`src/rtl/uid_resp_gen.sv`:
```
module uid_resp_gen #(
  parameter logic [7:0] CASC_TAG = 8'h88,
  parameter logic [7:0] RID_TAG  = 8'h08,
  parameter int         SLW      = 2,
  parameter int         RID_SL   = 3,
  parameter int         NB       = 7
) (
  input  logic            clk,
  input  logic            rst_n,
  input  logic            field_on,
  input  logic            halt,
  input  logic            req,
  input  logic            casc_lvl,
  input  logic            uid_long,
  input  logic            rid_en,
  input  logic [SLW-1:0]  sec_lvl,
  input  logic [NB*8-1:0] uid,
  input  logic [23:0]     rnd_in,
  output logic            resp_vld,
  output logic [39:0]     resp
);
  localparam logic [SLW-1:0] RID_LVL = SLW'(RID_SL);

  logic        rid_mode;
  logic        rid_held;
  logic [23:0] rid_q;
  logic [23:0] rid_now;
  logic [31:0] body;
  logic        ok;
  logic [7:0]  bcc;

  assign rid_mode = rid_en && (sec_lvl == RID_LVL);
  assign rid_now  = rid_held ? rid_q : rnd_in;
  assign bcc      = body[7:0] ^ body[15:8] ^ body[23:16] ^ body[31:24];

  always_comb begin
    ok   = field_on;
    body = '0;
    if (rid_mode) begin
      if (casc_lvl) ok = 1'b0;
      else          body = {rid_now, RID_TAG};
    end else if (uid_long) begin
      if (casc_lvl) body = uid[55:24];
      else          body = {uid[23:0], CASC_TAG};
    end else begin
      if (casc_lvl) ok = 1'b0;
      else          body = uid[31:0];
    end
  end

  always_ff @(posedge clk or negedge rst_n) begin
    if (!rst_n) begin
      resp_vld <= 1'b0;
      resp     <= '0;
      rid_held <= 1'b0;
      rid_q    <= '0;
    end else begin
      resp_vld <= req && ok;
      if (req && ok) resp <= {bcc, body};
      if (!field_on || halt) begin
        rid_held <= 1'b0;
      end else if (req && ok && rid_mode) begin
        rid_held <= 1'b1;
        rid_q    <= rid_now;
      end
    end
  end
endmodule

```
`config.mk`:
```
export PLATFORM = sky130hd
export DESIGN_NAME = uid_resp_gen
export DESIGN_NICKNAME = d
export VERILOG_FILES = /design/src/rtl/uid_resp_gen.sv
export SDC_FILE = /design/constraint.sdc
export NUM_CORES = 1
export LEC_CHECK = 0
export ABC_AREA = 1
export BUFFER_PORTS_ARGS = -buffer_cell sky130_fd_sc_hd__buf_2
export CAP_MARGIN = 20
export CORE_UTILIZATION = 36
export DETAILED_ROUTE_END_ITERATION = 16
export GPL_TIMING_DRIVEN = 0
export HOLD_SLACK_MARGIN = 0.03
export MAX_ROUTING_LAYER = met4
export PLACE_DENSITY = 0.68
export SLEW_MARGIN = 20
export SYNTH_ARGS = -nofsm -noshare
export SYNTH_HDL_FRONTEND = slang
export SYNTH_SLANG_ARGS = --single-unit
```
`constraint.sdc`:
```
create_clock -name clk -period 1.6 [get_ports clk]
set_input_delay 0.16 -clock clk [delete_from_list [all_inputs] [get_ports clk]]
set_output_delay 0.16 -clock clk [all_outputs]
set_load 0.05 [all_outputs]
```
# [Word-level counts from Yosys, hierarchy flattened]
# Index checks and enable logic that the tools add are counted.
[classes] eq_ne=1 muxes=11 bitwise_logic=4 n_reduce_logical=7
[op_table] op="32-bit 2-to-1 mux" n=5
[op_table] op="24-bit 2-to-1 mux" n=1
[op_table] op="8-bit XOR" n=3
[op_table] op="1-bit 2-to-1 mux" n=5
[op_table] op="1-bit logical AND" n=3
[op_table] op="2-bit == test, second input constant" n=1
[op_table] op="2-bit AND reduction" n=1
[op_table] op="2-bit nonzero test" n=1
[op_table] op="1-bit zero test" n=1
[op_table] op="1-bit logical OR" n=1
[op_table] op="1-bit inverter" n=1
[word_totals] reg_bits=66 input_bits=90 output_inout_bits=41

# [Logic depth before layout (Yosys ltp)]
[depth] depth_word=7 ltp_mapped=14 depth_no_buf=12

# [Least setup slack after synthesis]
# OpenSTA, ideal clock, no wires.
[synth_path] path_kind="reg2reg" from="register rid_held" to="register resp[33]" setup_time_ns=0.118 t_arrival_ns=1.258 slack_ns=0.224 path_stages_with_launch=10 path_buffers=1 synth_period_minus_slack_ns=1.376 path_cell_list="dfrtp_1 -> buf_2 -> o21ai_0 -> nor2_1 -> a21oi_1 -> nand2_1 -> nand2_1 -> nand2_1 -> nand3_1 -> nand2_1"
[synth_between] elab_chain_len=6
[synth_rtl] item="start, declared" line="25" source="logic rid_held;"
[synth_rtl] item="start signal, assigned" line="55" source="rid_held <= 1'b0;"
[synth_rtl] item="start signal, assigned" line="61" source="rid_held <= 1'b0;"
[synth_rtl] item="start signal, assigned" line="63" source="rid_held <= 1'b1;"
[synth_rtl] item="24-bit 2-to-1 mux *" line="33" source="assign rid_now = rid_held ? rid_q : rnd_in;"
[synth_rtl] item="32-bit 2-to-1 mux *" line="40" source="if (casc_lvl) ok = 1'b0;"
[synth_rtl] item="32-bit 2-to-1 mux *" line="39" source="if (rid_mode) begin"
[synth_rtl] item="8-bit XOR (2 in a row)" line="34" source="assign bcc = body[7:0] ^ body[15:8] ^ body[23:16] ^ body[31:24];"
[synth_rtl] item="8-bit XOR *" line="34"
[synth_rtl] item="end signal, assigned" line="59" source="if (req && ok) resp <= {bcc, body};"
[synth_rtl] item="end, declared" line="20" source="output logic [39:0] resp"
# Every way passes the cells marked *; elsewhere a longest branch is shown, timed or not.
# A chain may end at the register's enable or synchronous reset.

# [Worst setup path after layout]
[layout_path] from="register rid_held" to="register resp[39]"
# Same word-level chain as after synthesis.

==> results_dict.tcl <==
set metrics [dict create \
    run_status "complete, but fails checks" \
    violations "negative setup slack" \
    cts-root-buf "clkbuf_16" \
    numCtsBuffers 9 \
    period_minus_slack_ns 1.62 \
    seqCellArea_sq_um 1650 \
    crit_required_ns 1.83 \
    place_congestion 0.916 \
    synth_async_sr_flop_share_pct 100 \
    rsz0062_at_grt "yes" \
    drive_gt1_share_pct 30.4 \
    dieArea_sq_um 12000 \
    p_leak_nw 3.20 \
    synth_top_area_share_pct 39.7 \
    portBuffers 128 \
    dpl-instance-area_sq_um 5000 \
    diodes 0 \
    dp_hpwl_microns 11300 \
    cts.sinks 66 \
    crit_type "flop to flop" \
    power_frac_seq_pct 33.1 \
    n_fill_cell 1165 \
    grt_use_total_pct 26.6 \
    vias_per_cell 5.17 \
    syn_inst 661 \
    die_w_microns 110 \
    post-route-period-util_pct 101 \
    post-route-util_pct 51.2 \
    synth_cell_types 19 \
    yosysMostFrequentCell "nand2_1" \
    netlist_top_cells_count "nand2_1, nand3_1, o21ai_0" \
    vias 4944 \
    fin_cells 957 \
    setup_slack_ns -0.0180 \
    cpPeakStageDelay_ns 0.51 \
    critPathSlowestCell "dfrtp_2" \
    grt_max_degree 42 \
    synth_edf_count 0 \
    start_util_pct 37.7 \
    total_power_mw 6.36 \
    synth_top_flop_cell "dfrtp_1" \
    synth.net_count 751 \
    ys_top_cells_by_area "dfrtp_1, nand2_1, nand3_1" \
    critPathBufInv 1 \
    comb_power_share_pct 32.3 \
    slew_headroom_pct 56.7 \
    path_common_cell "nand2_1" \
    synth-seq-cells 66 \
    multi_input_area_sq_um 2300 \
    die_h_microns 110 \
    finClkSkew_ns 0.00581 \
    preCtsSetupSlack_ns -0.256 \
    final-setup-viol-count 3 \
    cts_buffer_depth 2 \
    grt_overflow 0 \
    fin_nets 902 \
    cts_tree "built" \
    synth_area_leader_cell "dfrtp_1" \
    drv_slew 0 \
    cp_max_fo 6 \
    pin_count 131 \
    ctsHtreeMaxLevel 3 \
    dp_cells 930 \
    routedWlPerCell_microns 15.7 \
    first_global_vias 4511 \
    drt_wl_total_microns 15100 \
    worst_slew_pin_slew_ns 0.649 \
    pwr-share-clk_pct 34.7 \
    finish.instance_area_sq_um 5650 \
    dr.pass1.iters 5 \
    p_int_mw 3.93 \
    arrival_ns 1.85 \
    drt_iter0_markers 353 \
    grt_pass1_wl_microns 22900 \
    hp-class "primary input to flop" \
    cp-end-kind "flop" \
    max_freq_mhz 618 \
    p_sw_share_pct 38.2 \
    syn_to_final_growth_pct 35.7 \
    drtAntennaViolNets 0 \
    antenna_found_initial 0 \
    synth_warnings 0 \
    ir_drop_v 0.000608 \
    ys_seq_area_share_pct 39.7 \
    p_per_area_nw_per_um2 1130 \
    start_kind "flop" \
    path_clk_slew_ns 0.06 \
    synth_area_sq_um 4160 \
    row_count 38 \
    drc 0 \
    clkLatencyLatePin_ns 0.34 \
    syn_area_per_cell_sq_um 6.30 \
    crit_chain "clkinvlp_4, o21ai_2, nand2_2, nand2_1, nand2_1, nand2_2, nand3_1, nand3_2, nand2_1" \
    crit_family "simple AND/OR/NAND/NOR gates" \
    p_sw_mw 2.43 \
    core_area_sq_um 11000 \
    finalHoldViolCount 0 \
    drv_cap 0 \
]
[stage by stage]
| stage | hold WS, ns | TNS, ns |
|---|---|---|
| floorplan | -0.136 | 0 |
| global placement | 0.412 | -1.67 |
| detailed placement | 0.0971 | -1.76 |
| CTS | 0.0746 | -0.00218 |
| global route | 0.0975 | -0.480 |
| finish | 0.0685 | -0.0292 |
[final timing paths]
path / start / end / slack [ns] / cells after the start
worst max-delay path: rid_held / resp[39] / -0.02 / 9
worst min-delay path: halt / rid_held / 0.07 / 4
worst max register to register: rid_held / resp[39] / -0.02 / 9
worst min register to register: resp[36] / resp[36] / 0.47 / 2
max in group asynchronous: rst_n / resp[9] / 0.78 / 3
min in group asynchronous: rst_n / rid_q[13] / 0.27 / 2
[timing repair]
action	4_1_cts	5_1_grt
hold buffers	1	0
buffers inserted	2	6
setup endpoints to repair	8	9
pin swaps	4	12
resized for setup	39	58
hold endpoints to repair	25	0
gates cloned	1	1
[worst reg2reg max path, cell delays in order (launching register included)]
cell	delay (ns)
dfrtp_2	0.51
clkinvlp_4	0.24
o21ai_2	0.21
nand2_2	0.11
nand2_1	0.08
nand2_1	0.06
nand2_2	0.09
nand3_1	0.10
nand3_2	0.08
nand2_1	0.05
[kinds of logic (layout without fill, tap and decap cells)]
| logic type | count (synthesis) | after routing | share of synthesized area (%) |
|---|---|---|---|
| flops | 66 | 66 | 39.7 |
| compound gates | 87 | 87 | 10.7 |
| simple gates | 411 | 411 | 39.8 |
| buf+inv | 97 | 253 | 9.80 |
[layout by cell type, fill, tap and decap left out]
| cell type | Yosys | final |
|---|---|---|
| nand2_1 | 306 | 280 |
| inv_4 | 0 | 1 |
| o21ai_0 | 69 | 49 |
| clkbuf_8 | 0 | 1 |
| nor2_2 | 1 | 6 |
| bufinv_16 | 0 | 2 |
| clkinv_4 | 0 | 2 |
| clkinv_2 | 0 | 1 |
| nand3_2 | 1 | 6 |
| inv_1 | 59 | 56 |
| buf_8 | 0 | 1 |
| o21ai_2 | 0 | 18 |
| o21ai_1 | 3 | 4 |
| nor2_1 | 25 | 20 |
| clkinvlp_4 | 0 | 2 |
| a31oi_1 | 9 | 9 |
| o21ai_4 | 0 | 1 |
| nand2_2 | 0 | 26 |
| nand3_1 | 75 | 70 |
| dfrtp_1 | 66 | 65 |
| buf_12 | 0 | 1 |
| clkbuf_1 | 7 | 7 |
| buf_2 | 17 | 140 |
| dfrtp_2 | 0 | 1 |
| buf_6 | 1 | 5 |
| inv_2 | 5 | 7 |
| a21oi_1 | 6 | 2 |
| a21oi_2 | 0 | 4 |
| nand4_1 | 2 | 2 |
| buf_1 | 4 | 4 |
| nor2_4 | 1 | 1 |
| dlygate4sd3_1 | 0 | 1 |
| buf_4 | 4 | 13 |
| clkbuf_16 | 0 | 9 |
[routing by layer]
metal | track usage [%] | vias up | share of wire (%)
met2 | 40.2 | 259 | 45
li1 | - | 2397 | -
met3 | 3.79 | 35 | 8.4
met5 | - | - | 0
met1 | 35.6 | 2253 | 44
met4 | 11.4 | 0 | 2.7
[registers in the layout, summed over array words and instances (netlist names)]
signal / flops
rid_held: 1
resp_vld: 1
resp: 40
rid_q: 24
[final cells by class]
type | count | area share (%)
plain buffers | 33 | 3.48
clock buffers | 10 | 4.23
clock inverters | 6 | 1.59
inverters | 64 | 4.30
multi-input cells | 498 | 40.7
flip-flops and latches | 66 | 29.3
well taps | 140 | 3.10
repair buffers | 139 | 13.2
repair inverters | 1 | 0.133
[power groups by stage]
| stage | Clock [mW] | Sequential (mW) | Combinational [mW] |
|---|---|---|---|
| 2_1_floorplan | 0 | 2.79 | 0.681 |
| 3_3_place_gp | 0 | 2.12 | 1.92 |
| 3_5_place_dp | 0 | 2.13 | 1.95 |
| 4_1_cts | 2.21 | 2.10 | 1.98 |
| 5_1_grt | 2.27 | 2.14 | 2.23 |
| 6_report | 2.20 | 2.10 | 2.05 |
(Power assumes the default switching activity.)
